## config.mk

```make
export PLATFORM = sky130hd
export DESIGN_NAME = irq_route_cfg
export DESIGN_NICKNAME = d
export VERILOG_FILES = /design/src/rtl/irq_cfg_pkg.sv /design/src/rtl/irq_route_lane.sv /design/src/rtl/irq_route_table.sv /design/src/rtl/irq_cfg_regs.sv /design/src/rtl/irq_route_cfg.sv
export SDC_FILE = /design/constraint.sdc
export NUM_CORES = 1
export LEC_CHECK = 0
export BUFFER_PORTS_ARGS = -buffer_cell sky130_fd_sc_hd__buf_2
export CAP_MARGIN = 5
export CORE_ASPECT_RATIO = 1.75
export CORE_UTILIZATION = 58
export CTS_BUF_LIST = sky130_fd_sc_hd__clkbuf_16
export DETAILED_ROUTE_END_ITERATION = 7
export GPL_TIMING_DRIVEN = 0
export PLACE_DENSITY = 0.83
export SLEW_MARGIN = 30
export SYNTH_ARGS = -nofsm -noshare
export SYNTH_HDL_FRONTEND = slang
export SYNTH_SLANG_ARGS = --single-unit
export TNS_END_PERCENT = 10
```

## constraint.sdc

```tcl
create_clock -name clk -period 4.5 [get_ports clk]
set_input_delay 0.225 -clock clk [delete_from_list [all_inputs] [get_ports clk]]
set_output_delay 0.225 -clock clk [all_outputs]
set_load 0.005 [all_outputs]
```

## src/rtl/irq_cfg_pkg.sv

```systemverilog
package irq_cfg_pkg;
   localparam int FEAT_EXIST_BIT = 0;
   localparam int ST_ENABLE_BIT  = 1;
   localparam int ST_CPU_ENC_BIT = 2;
   localparam int ST_INT_ENC_BIT = 3;

   localparam int OFF_FEATURE = 0;
   localparam int OFF_CONFIG  = 4;

   typedef struct packed {
      logic        err;
      logic [31:0] data;
   } bus_resp_t;

   function automatic logic [31:0] feature_word(input bit has_ext, input logic [2:0] caps);
      feature_word = has_ext ? {28'd0, caps, 1'b1} : 32'd0;
   endfunction
endpackage

```

## src/rtl/irq_route_lane.sv

```systemverilog
module irq_route_lane #(
   parameter int CORE_W = 8
) (
   input  logic [7:0]        byte_in,
   input  logic              direct,
   output logic [CORE_W-1:0] core
);
   always_comb begin
      core = '0;
      if (direct) begin
         core = CORE_W'(byte_in);
      end else begin
         // lowest set bit among 3:0 wins; higher bits or zero give core 0
         for (int b = 3; b >= 0; b--) begin
            if (byte_in[b]) core = CORE_W'(b);
         end
      end
   end
endmodule

```

## src/rtl/irq_route_table.sv

```systemverilog
module irq_route_table #(
   parameter int NUM_IRQ = 32,
   parameter int CORE_W  = 8,
   parameter int GRP_W   = 3
) (
   input  logic                      clk,
   input  logic                      rst_n,
   input  logic                      route_we,
   input  logic [GRP_W-1:0]          route_grp,
   input  logic [31:0]               route_data,
   input  logic                      direct,
   output logic [NUM_IRQ*CORE_W-1:0] core_map,
   output logic [NUM_IRQ-1:0]        map_changed
);
   localparam int LANES = 4;

   logic [CORE_W-1:0] lane_core [LANES];

   for (genvar l = 0; l < LANES; l++) begin : g_lane
      irq_route_lane #(.CORE_W(CORE_W)) u_lane (
         .byte_in (route_data[l*8 +: 8]),
         .direct  (direct),
         .core    (lane_core[l])
      );
   end

   for (genvar i = 0; i < NUM_IRQ; i++) begin : g_ent
      logic [CORE_W-1:0] ent_q;
      logic              chg_q;
      logic              hit;

      assign hit = route_we && (route_grp == GRP_W'(i / LANES))
                   && (lane_core[i % LANES] != ent_q);

      always_ff @(posedge clk) begin
         if (!rst_n) begin
            ent_q <= '0;
            chg_q <= 1'b0;
         end else begin
            chg_q <= hit;
            if (hit) ent_q <= lane_core[i % LANES];
         end
      end

      assign core_map[i*CORE_W +: CORE_W] = ent_q;
      assign map_changed[i]               = chg_q;
   end
endmodule

```

## src/rtl/irq_cfg_regs.sv

```systemverilog
module irq_cfg_regs
   import irq_cfg_pkg::*;
#(
   parameter int         ADDR_W   = 4,
   parameter bit         HAS_VEXT = 1'b1,
   parameter logic [2:0] CAPS     = 3'b111
) (
   input  logic              clk,
   input  logic              rst_n,
   input  logic              req_valid,
   input  logic              req_write,
   input  logic [ADDR_W-1:0] req_addr,
   input  logic [31:0]       req_wdata,
   output logic              resp_valid,
   output logic              resp_err,
   output logic [31:0]       resp_rdata,
   output logic [31:0]       status
);
   localparam logic [31:0] FEAT     = feature_word(HAS_VEXT, CAPS);
   localparam logic [31:0] ST_RESET = HAS_VEXT ? 32'd0 : (32'd1 << ST_ENABLE_BIT);

   bus_resp_t nxt;
   logic      st_we;

   if (HAS_VEXT) begin : g_win
      logic hit_feat, hit_cfg;
      assign hit_feat = (req_addr == ADDR_W'(OFF_FEATURE));
      assign hit_cfg  = (req_addr == ADDR_W'(OFF_CONFIG));

      always_comb begin
         nxt   = '{err: 1'b0, data: 32'd0};
         st_we = 1'b0;
         if (hit_feat) begin
            if (req_write) nxt.err  = 1'b1;
            else           nxt.data = FEAT;
         end else if (hit_cfg) begin
            if (!req_write)                                    nxt.data = status;
            else if (status[ST_ENABLE_BIT] && req_wdata != 0) nxt.err  = 1'b1;
            else                                               st_we    = 1'b1;
         end else begin
            nxt.err = 1'b1;
         end
      end
   end else begin : g_nowin
      always_comb begin
         nxt   = '{err: 1'b1, data: 32'd0};
         st_we = 1'b0;
      end
   end

   always_ff @(posedge clk) begin
      if (!rst_n) begin
         status     <= ST_RESET;
         resp_valid <= 1'b0;
         resp_err   <= 1'b0;
         resp_rdata <= 32'd0;
      end else begin
         resp_valid <= req_valid;
         resp_err   <= req_valid & nxt.err;
         resp_rdata <= req_valid ? nxt.data : 32'd0;
         if (req_valid && st_we) status <= req_wdata & FEAT;
      end
   end
endmodule

```

## src/rtl/irq_route_cfg.sv

```systemverilog
module irq_route_cfg
   import irq_cfg_pkg::*;
#(
   parameter int         NUM_IRQ  = 32,
   parameter int         CORE_W   = 8,
   parameter int         ADDR_W   = 4,
   parameter bit         HAS_VEXT = 1'b1,
   parameter logic [2:0] CAPS     = 3'b111,
   localparam int        GRP_W    = $clog2(NUM_IRQ / 4)
) (
   input  logic                      clk,
   input  logic                      rst_n,
   input  logic                      req_valid,
   input  logic                      req_write,
   input  logic [ADDR_W-1:0]         req_addr,
   input  logic [31:0]               req_wdata,
   output logic                      resp_valid,
   output logic                      resp_err,
   output logic [31:0]               resp_rdata,
   input  logic                      route_we,
   input  logic [GRP_W-1:0]          route_grp,
   input  logic [31:0]               route_data,
   output logic [31:0]               status_o,
   output logic [NUM_IRQ*CORE_W-1:0] core_map,
   output logic [NUM_IRQ-1:0]        map_changed
);
   if (NUM_IRQ % 4 != 0 || NUM_IRQ < 8) begin : g_bad_irq
      $error("NUM_IRQ must be a multiple of 4 and at least 8");
   end
   if (CORE_W < 2) begin : g_bad_core
      $error("CORE_W must be at least 2");
   end
   if (ADDR_W < 3) begin : g_bad_addr
      $error("ADDR_W must reach offset 4");
   end

   irq_cfg_regs #(
      .ADDR_W   (ADDR_W),
      .HAS_VEXT (HAS_VEXT),
      .CAPS     (CAPS)
   ) u_regs (
      .clk        (clk),
      .rst_n      (rst_n),
      .req_valid  (req_valid),
      .req_write  (req_write),
      .req_addr   (req_addr),
      .req_wdata  (req_wdata),
      .resp_valid (resp_valid),
      .resp_err   (resp_err),
      .resp_rdata (resp_rdata),
      .status     (status_o)
   );

   irq_route_table #(
      .NUM_IRQ (NUM_IRQ),
      .CORE_W  (CORE_W),
      .GRP_W   (GRP_W)
   ) u_table (
      .clk         (clk),
      .rst_n       (rst_n),
      .route_we    (route_we),
      .route_grp   (route_grp),
      .route_data  (route_data),
      .direct      (status_o[ST_CPU_ENC_BIT]),
      .core_map    (core_map),
      .map_changed (map_changed)
   );
endmodule

```

Word level (Yosys, flattened, before mapping)
Cells that the tools add are included.
{ "totals": {"ff_bits": 326, "elab_cells": 187} }
{ "classes": {"n_eq_ne": 40, "mux": 32, "bitwise_logic": 1, "reduce_logical": 46} }
{ "op_table": {"columns": ["cell", "n"], "rows": [
  ["8-bit != test", 32],
  ["8-bit two-way mux", 16],
  ["1-bit logical AND", 42],
  ["33-bit two-way mux", 1],
  ["32-bit nonzero test", 1],
  ["3-bit == test (second input constant)", 4],
  ["4-bit two-way mux", 3],
  ["1-bit two-way mux", 8],
  ["2-bit two-way mux", 4],
  ["3-bit by 2-bit == test with 1-bit output (second input constant)", 2],
  ["4-bit by 3-bit == test with 1-bit output (second input constant)", 1],
  ["4-bit logical NOT", 1],
  ["3-bit by 1-bit == test with 1-bit output (second input constant)", 1],
  ["3-bit logical NOT", 1],
  ["2-bit AND reduction", 1],
  ["1-bit AND", 1]
]} }

Depth between registers and ports, before layout
Gate-level depths: netlist (run 1).
{ "logic_depth": {"ltp_word": 7, "depth_mapped": 11, "mapped_depth_nobuf": 6} }

Cells and area by module
A second synthesis (run 1) with hierarchy kept.
{ "hier_totals": {"hier_cells": 1509, "area_unflattened_um2": 14825.5} }
{ "by_module_without_submodules": {"columns": ["mod", "instances", "cells_per_inst", "area_per_inst_um2", "seq_area_each_um2"], "rows": [
  ["irq_route_table", 1, 1342, 13571.8, 5765.5],
  ["irq_cfg_regs", 1, 111, 903.4, 200.2],
  ["irq_route_lane", 4, 14, 87.6, 0.0]
]} }

Least setup slack after synthesis (run 1)
Ideal clock, no wire load.
{ "synth_timing": {"kind": "register -> register", "from": "register u_regs.status[2]", "to": "register u_table.g_ent[1].ent_q[1]", "setup_ns": 0.119, "t_arrival_ns": 2.007, "required_ns": 4.381, "path_slack_ns": 2.374, "stages_incl_launch_ff": 10, "path_buffers": 3, "period_less_slack_ns": 2.126, "cell_sequence": "dfxtp_1 -> buf_6 -> buf_4 -> buf_2 -> o21ai_0 -> nand2_1 -> a32o_1 -> nor4_1 -> nor2_1 -> o221a_2"} }
{ "synth_via": {"elab_chain_cells": 3} }
{ "synth_rtl": {"columns": ["element", "line_no", "rtl"], "rows": [
  ["from (decl)", "irq_cfg_regs.sv:17", "output logic [31:0] status"],
  ["from (signal assigned)", "irq_cfg_regs.sv:61", "if (req_valid && st_we) status <= req_wdata & FEAT;"],
  ["8-bit two-way mux *", "irq_route_lane.sv:10", "if (direct) begin"],
  ["8-bit != test", "irq_route_table.sv:33", "&& (lane_core[i % LANES] != ent_q);"],
  ["1-bit logical AND", "irq_route_table.sv:33", null],
  ["to (signal assigned)", "irq_route_table.sv:41", "if (hit) ent_q <= lane_core[i % LANES];"],
  ["to (decl)", "irq_route_table.sv:28", "logic [CORE_W-1:0] ent_q;"]
]} }
Mark *: on every way between the ends. The rest lies on a longest branch, timed or not.
A chain may end at the register's enable or synchronous reset.

Worst setup path after layout (run 1)
{ "layout_timing": {"from": "register u_regs.status[2]", "to": "register u_table.g_ent[30].ent_q[2]"} }
{ "layout_via": {"elab_chain_cells": 3} }
{ "layout_rtl": {"columns": ["element", "line_no"], "rows": [
  ["8-bit two-way mux *", "irq_route_lane.sv:10"],
  ["8-bit != test", "irq_route_table.sv:33"],
  ["1-bit logical AND", "irq_route_table.sv:33"],
  ["to (signal assigned)", "irq_route_table.sv:41"],
  ["to (decl)", "irq_route_table.sv:28"]
]} }
Marks and branches as above.

==> results of run 1 <==
[critical path: stages (launching register included)]
cell	delay (ns)
dfxtp_1	0.35
buf_6	0.18
buf_2	0.33
buf_2	0.39
buf_2	0.42
and2_1	0.19
clkbuf_1	0.34
clkbuf_1	0.56
nand2_1	0.49
mux2i_1	0.32
[kinds of logic after synthesis]
kind of cell,Yosys count,synth area share [%]
compound gates,355,16.7
xor+xnor,154,8.16
buf+inv,234,7.83
flops,298,36.1
mux,197,11.9
other cells,1,0.0227
simple gates,658,19.2
[report_power, final]
part           switching, uW  total (uW)  internal, uW  leakage (uW)
Combinational            402         635           233       0.00614
Clock                   1110        2370          1260      0.000418
Sequential              32.0        2690          2660       0.00240
Total                   1550        5700          4150       0.00897
[routing by layer]
| metal | up-vias | share of wire, % |
|---|---|---|
| met5 | - | 0.044 |
| li1 | 7548 | - |
| met3 | 480 | 13 |
| met1 | 8145 | 31 |
| met2 | 1395 | 45 |
| met4 | 4 | 11 |
[state kept, by name (all words and copies together), names as in the netlist]
register,flops
u_regs.resp_err,1
u_regs.status,4
u_table.g_ent.chg_q,32
u_regs.resp_rdata,4
u_regs.resp_valid,1
u_table.g_ent.ent_q,256
[area by class of cell]
type / instances / area, sq um
fill: 2275 / 8040
clock inverter: 21 / 180
antenna: 3 / 7.51
inverter: 15 / 56.3
timing repair buffer: 365 / 1860
multi-input combinational: 1420 / 9480
clock buffer: 27 / 676
tap: 373 / 467
sequential: 298 / 5970
buffer: 219 / 1240
[how the worst min path moves through the flow]
stage	to	startpoint	cells past startpoint
final	u_regs.resp_valid$_SDFF_PN0_	req_valid	3
after global routing	u_regs.resp_valid$_SDFF_PN0_	req_valid	3
after CTS	u_regs.resp_valid$_SDFF_PN0_	req_valid	3
after detailed placement	u_regs.resp_rdata[3]$_SDFF_PN0_	u_regs.status[3]$_SDFFE_PN0P_	2
after global placement	u_regs.resp_rdata[3]$_SDFF_PN0_	u_regs.status[3]$_SDFFE_PN0P_	2
after floorplan	u_regs.resp_rdata[0]$_SDFF_PN0_	req_addr[2]	1
[through the flow]
| step | cells | cell area (sq um) | setup slack [ns] | utilization, % | hold slack, ns |
|---|---|---|---|---|---|
| floorplan | 1952 | 16700 | 2.37 | - | 0.321 |
| global placement | 2683 | 19000 | 1.18 | 67.9 | 0.460 |
| detailed placement | 2683 | 19000 | 1.10 | 67.9 | 0.470 |
| CTS | 2738 | 19900 | 1.04 | 71.2 | 0.0105 |
| global route | 2739 | 19900 | 0.842 | 71.2 | 0.106 |
| finish | 2741 | 19900 | 0.814 | 71.3 | 0.0643 |
[cell usage in the layout (no fill, tap or decap), drive strengths merged, types with 9 or more instances in the layout]
| master | n |
|---|---|
| buf | 505 |
| nor2 | 106 |
| dfxtp | 298 |
| nor2b | 18 |
| a21oi | 45 |
| a32oi | 12 |
| clkbuf | 99 |
| nand2 | 347 |
| o32ai | 47 |
| o22ai | 16 |
| inv | 19 |
| and3 | 13 |
| nor4 | 14 |
| nand3 | 19 |
| nor4bb | 55 |
| o21a | 9 |
| nor3 | 31 |
| conb | 56 |
| nand4 | 10 |
| a22oi | 19 |
| mux2i | 196 |
| clkinv | 9 |
| o31a | 10 |
| xor2 | 32 |
| o211a | 60 |
| nand3b | 12 |
| o21ai | 42 |
| xnor2 | 122 |
| a31oi | 64 |
==> impl_metrics.csv, run 1 <==
group,metric,value,unit
sta,finalSetupViolations,0,
drt,ant_nets,0,
placement,hpwlAfterDp,51100,microns
pwr,power.density,286,nW/um^2
synthesis,syn_inst,1897,
synthesis,yosys_warnings,0,
sta,period_minus_slack,3.69,ns
synthesis,synth.most_common_cell,"nand2_1",
clock_tree,clk_pin_slew,0.07,ns
sta,grt_setup_unrepaired,"no",
clock_tree,cts_made_buffers,27,
worst_setup_path,regToRegEndpoint,"u_table.g_ent[30].ent_q[2]$_SDFFE_PN0P_",
synthesis,ys.flop_type,"dfxtp_1",
clock_tree,cts_root_buf,"clkbuf_16",
synthesis,post-synth-top-area-fraction,36.1,%
clock_tree,cts_resized,0,
sta,period_share,81.9,%
worst_setup_path,cp.arrival,4.20,ns
grt,grt_overflow,0,
grt,grt_pass1_vias,16600,
synthesis,synth_commonest_cells,"nand2_1, dfxtp_1, mux2i_1",
grt,grt_pass1_wl,102000,microns
grt,antenna_found_initial,4,
clock_tree,htree_levels,1,
drt,firstDrtPassIters,7,
synthesis,syn_area_per_cell,8.71,sq um
drt,vias,17600,
worst_setup_path,critPathRequiredTime,5.01,ns
clock_tree,clock_path_buffers,3,
final_layout,final_net_count,2422,
sta,finalSetupTns,0,ns
sta,maxSlewViolCount,0,
run_status,status,"complete, no violations",
grt,grt_util_met2,74.5,%
worst_setup_path,critPathCapture,"u_table.g_ent[30].ent_q[2]$_SDFFE_PN0P_",
drt,drc_errors,0,
synthesis,synth_edf_count,0,
drt,drt-wirelength-per-cell,25.8,microns
sta,worstMarginPinSlew,1.06,ns
placement,gp_congestion,1.01,
grt,grt_max_degree,16,
hold_path,hp-class,"input pin to flip-flop",
sta,slew_headroom,29.3,%
grt,busiest_layer,"met2",
worst_setup_path,start_kind,"flip-flop",
grt,grtUsageMet3,16.8,%
synthesis,synth.distinct_cells,70,
floorplanning,die_width,130,microns
final_layout,drive_gt1_share,24.6,%
placement,numPortBuffers,358,
floorplanning,core_area,28000,sq um
floorplanning,die_h,225,microns
clock_tree,clk_latency,0.60,ns
drt,drt_iter0_markers,2063,
pwr,leakage,0.00897,uW
clock_tree,clock_sinks,298,
worst_setup_path,crit_type,"flip-flop to flip-flop",
grt,use_met1,49.0,%
worst_setup_path,r2r_cells,9,
synthesis,synth_seq_cells,298,
clock_tree,hold_buffers,7,
run,maxCapViolCount,0,
sta,clock.fmax,0.271,GHz
floorplanning,row_count,81,
worst_setup_path,crit_fanout,10,
synthesis,yosysTopAreaCell,"dfxtp_1",
sta,finClkSkew,0.0108,ns
worst_setup_path,crit_start,"u_regs.status[2]$_SDFFE_PN0P_",
floorplanning,initial_utilization,59.1,%
synthesis,synth_area,16500,sq um
synthesis,synth_area_leaders,"dfxtp_1, mux2i_1, nand2_1",
sta,hold_viol_final,0,
clock_tree,cts_tree,"yes",
synthesis,async_flop_share,0,%
worst_setup_path,end_kind,"flip-flop",
worst_setup_path,regToRegSetupSlack,0.81,ns
final_layout,area_growth,20.6,%
drt,via_per_inst,6.41,
grt,grt_use_total,48.0,%
pwr,peakVddDrop,0.252,mV
worst_setup_path,rr_startpoint,"u_regs.status[2]$_SDFFE_PN0P_",
drt,wl,70800,microns
pwr,finalPower,5700,uW
floorplanning,top_level_ports,430,
synthesis,ys_seq_area_share,36.1,%
clock_tree,post-cts-setup-buffers,0,
floorplanning,die_area,29200,sq um
No activity file was read; power rests on OpenSTA's default activity.
==> inputs of run 2 (changes only) <==
CORE_UTILIZATION = 49   (was 58)
PLACE_DENSITY = 0.75   (was 0.83)
clock period = 3.1 ns   (was 4.5 ns; I/O delays follow)
==> run 2 against run 1 <==
The flow now finishes with violations (setup timing). Total power increased by 46%. Die area increased by 18%. Worst setup slack got worse by 0.85 ns. Design area increased by 0.41%. Count of clock-buffer cells in the layout unchanged. Critical path depth unchanged. Hold slack got worse by 0.034 ns. Largest power group unchanged. Highest routed layer unchanged.
==> impl_metrics.csv, run 2 (synthesized netlist as in run 1, its figures left out) <==
group,metric,value,unit
run_status,status,"finished with violations",
run_status,violations,"setup timing",
placement,numPortBuffers,358,
final_layout,top_register,"u_table.g_ent.ent_q",
grt,grt_overflow,0,
drt,drt-wirelength-per-cell,25.3,microns
sta,finClkSkew,0.0234,ns
worst_setup_path,cp.arrival,3.61,ns
clock_tree,cts_made_buffers,27,
clock_tree,cts_tree,"yes",
final_layout,final_cell_mix,"buf_2, nand2_1, dfxtp_1",
final_layout,regArea,5970,sq um
hold_path,hp-class,"input pin to flip-flop",
worst_setup_path,crit_type,"flip-flop to flip-flop",
floorplanning,die_area,34500,sq um
pwr,switchingPower,2180,uW
floorplanning,die_width,141,microns
drt,drc_errors,0,
final_layout,final_net_count,2423,
grt,grt_pass1_vias,15900,
sta,setup_ws,-0.0331,ns
floorplanning,core_area,33000,sq um
run,maxCapViolCount,0,
pwr,pwr-share-comb,11.0,%
drt,drt_iter0_markers,1514,
grt,grt_use_total,39.5,%
worst_setup_path,critPathRequiredTime,3.58,ns
drt,wl,70000,microns
sta,slew_headroom,31.2,%
worst_setup_path,critPathMostFrequentCell,"buf_2",
final_layout,fillCellCount,2963,
final_layout,final_cell_area,20000,sq um
worst_setup_path,regToRegSetupSlack,-0.03,ns
worst_setup_path,crit_fanout,10,
worst_setup_path,cpPeakStageDelay,0.49,ns
clock_tree,clk_pin_slew,0.07,ns
placement,hpwlAfterDp,52600,microns
pwr,p_int,6110,uW
clock_tree,clock_sinks,298,
floorplanning,die_h,245,microns
clock_tree,htree_levels,1,
final_layout,drive_gt1_share,24.6,%
pwr,clkPwrFrac,41.9,%
pwr,leakage,0.00900,uW
final_layout,largest_reg_flops,256,
drt,vias,17000,
sta,maxSlewViolCount,0,
grt,grt_pass1_wl,100000,microns
pwr,p_seq_share,47.1,%
sta,finalSetupViolations,17,
final_layout,final_common_cell,"buf_2",
grt,antenna_found_initial,5,
clock_tree,clock_path_buffers,3,
final_layout,top_regs,"u_table.g_ent.ent_q (256), u_table.g_ent.chg_q (32)",
sta,worstMarginPinSlew,1.03,ns
floorplanning,row_count,88,
drt,via_per_inst,6.15,
final_layout,multiInputGateArea,9490,sq um
placement,dp_slack,-0.371,ns
floorplanning,initial_utilization,50.0,%
worst_setup_path,start_kind,"flip-flop",
drt,ant_nets,0,
placement,gp_congestion,0.968,
floorplanning,top_level_ports,430,
pwr,p_sw_share,26.3,%
sta,clock.fmax,0.319,GHz
sta,period_share,101,%
sta,grt_setup_unrepaired,"yes",
drt,firstDrtPassIters,6,
grt,grt_max_degree,16,
sta,period_minus_slack,3.13,ns
final_layout,num_antenna_cells,0,
final_layout,area_growth,21.1,%
clock_tree,cts_root_buf,"clkbuf_16",
pwr,peakVddDrop,0.395,mV
sta,hold_viol_final,0,
worst_setup_path,end_kind,"flip-flop",
clock_tree,clk_latency,0.58,ns
worst_setup_path,slowest_stage,"a21oi_2",
placement,post_dp_cell_area,19000,sq um
pwr,power.density,414,nW/um^2
worst_setup_path,worstPathCellList,"buf_6 > buf_4 > inv_2 > buf_2 > buf_2 > o32ai_1 > and3_1 > a21oi_2 > mux2i_1",
==> run 2: critical path: cells and delay by family, from the launching register on <==
kind / cells / cell delay (ns)
AOI/OAI and AO/OA: 2 / 0.64
buffers and inverters: 5 / 1.59
DFF: 1 / 0.33
muxes: 1 / 0.25
and+or+nand+nor: 1 / 0.24
==> run 2: final timing paths <==
kind / from / end / cells past startpoint
worst max register to register: u_regs.status[2]$_SDFFE_PN0P_ / u_table.g_ent[8].ent_q[3]$_SDFFE_PN0P_ / 9
worst min-delay path: req_addr[3] / u_regs.resp_err$_SDFF_PN0_ / 4
worst max-delay path: u_regs.status[2]$_SDFFE_PN0P_ / u_table.g_ent[8].ent_q[3]$_SDFFE_PN0P_ / 9
worst min register to register: u_regs.status[0]$_SDFFE_PN0P_ / u_regs.resp_rdata[0]$_SDFF_PN0_ / 2
==> run 2: through the flow <==
step | hold slack (ns) | cells | utilization (%) | TNS (ns) | power (uW)
floorplan | 0.251 | 1952 | - | 0 | 4550
global placement | 0.417 | 2715 | 57.6 | -28.88 | 4840
detailed placement | 0.424 | 2715 | 57.6 | -28.50 | 4860
CTS | 0.0386 | 2770 | 60.5 | -0.00463 | 8240
global route | 0.0872 | 2770 | 60.6 | -0.509 | 8470
finish | 0.0301 | 2770 | 60.6 | -0.247 | 8290
==> run 2: timing repair <==
action	CTS	global route
resized for setup	4	10
endpoints found under the hold margin	10	0
buffers inserted	0	0
setup endpoints to repair	165	158
cloned	0	0
hold buffers	8	0
==> run 2: power groups by stage <==
stage / sequential (uW) / clock (uW) / combinational, uW
finish: 3900 / 3480 / 913
global route: 3900 / 3600 / 962
CTS: 3900 / 3460 / 883
detailed placement: 3990 / 0 / 872
global placement: 3990 / 0 / 857
floorplan: 3980 / 0 / 569
==> run 2: layer usage <==
metal,wire length [microns],global-route usage [%]
met5,57,0
met1,22700,40.1
met4,7120,37.0
met3,7320,10.1
met2,32800,65.9
==> run 2: cell type report <==
cell class / instances / share of cell area (%)
inverters: 15 / 0.281
clock buffers: 27 / 3.38
clock inverters: 20 / 0.975
flip-flops and latches: 298 / 29.8
well taps: 405 / 2.53
repair buffers: 366 / 9.35
multi-input cells: 1420 / 47.4
plain buffers: 219 / 6.25
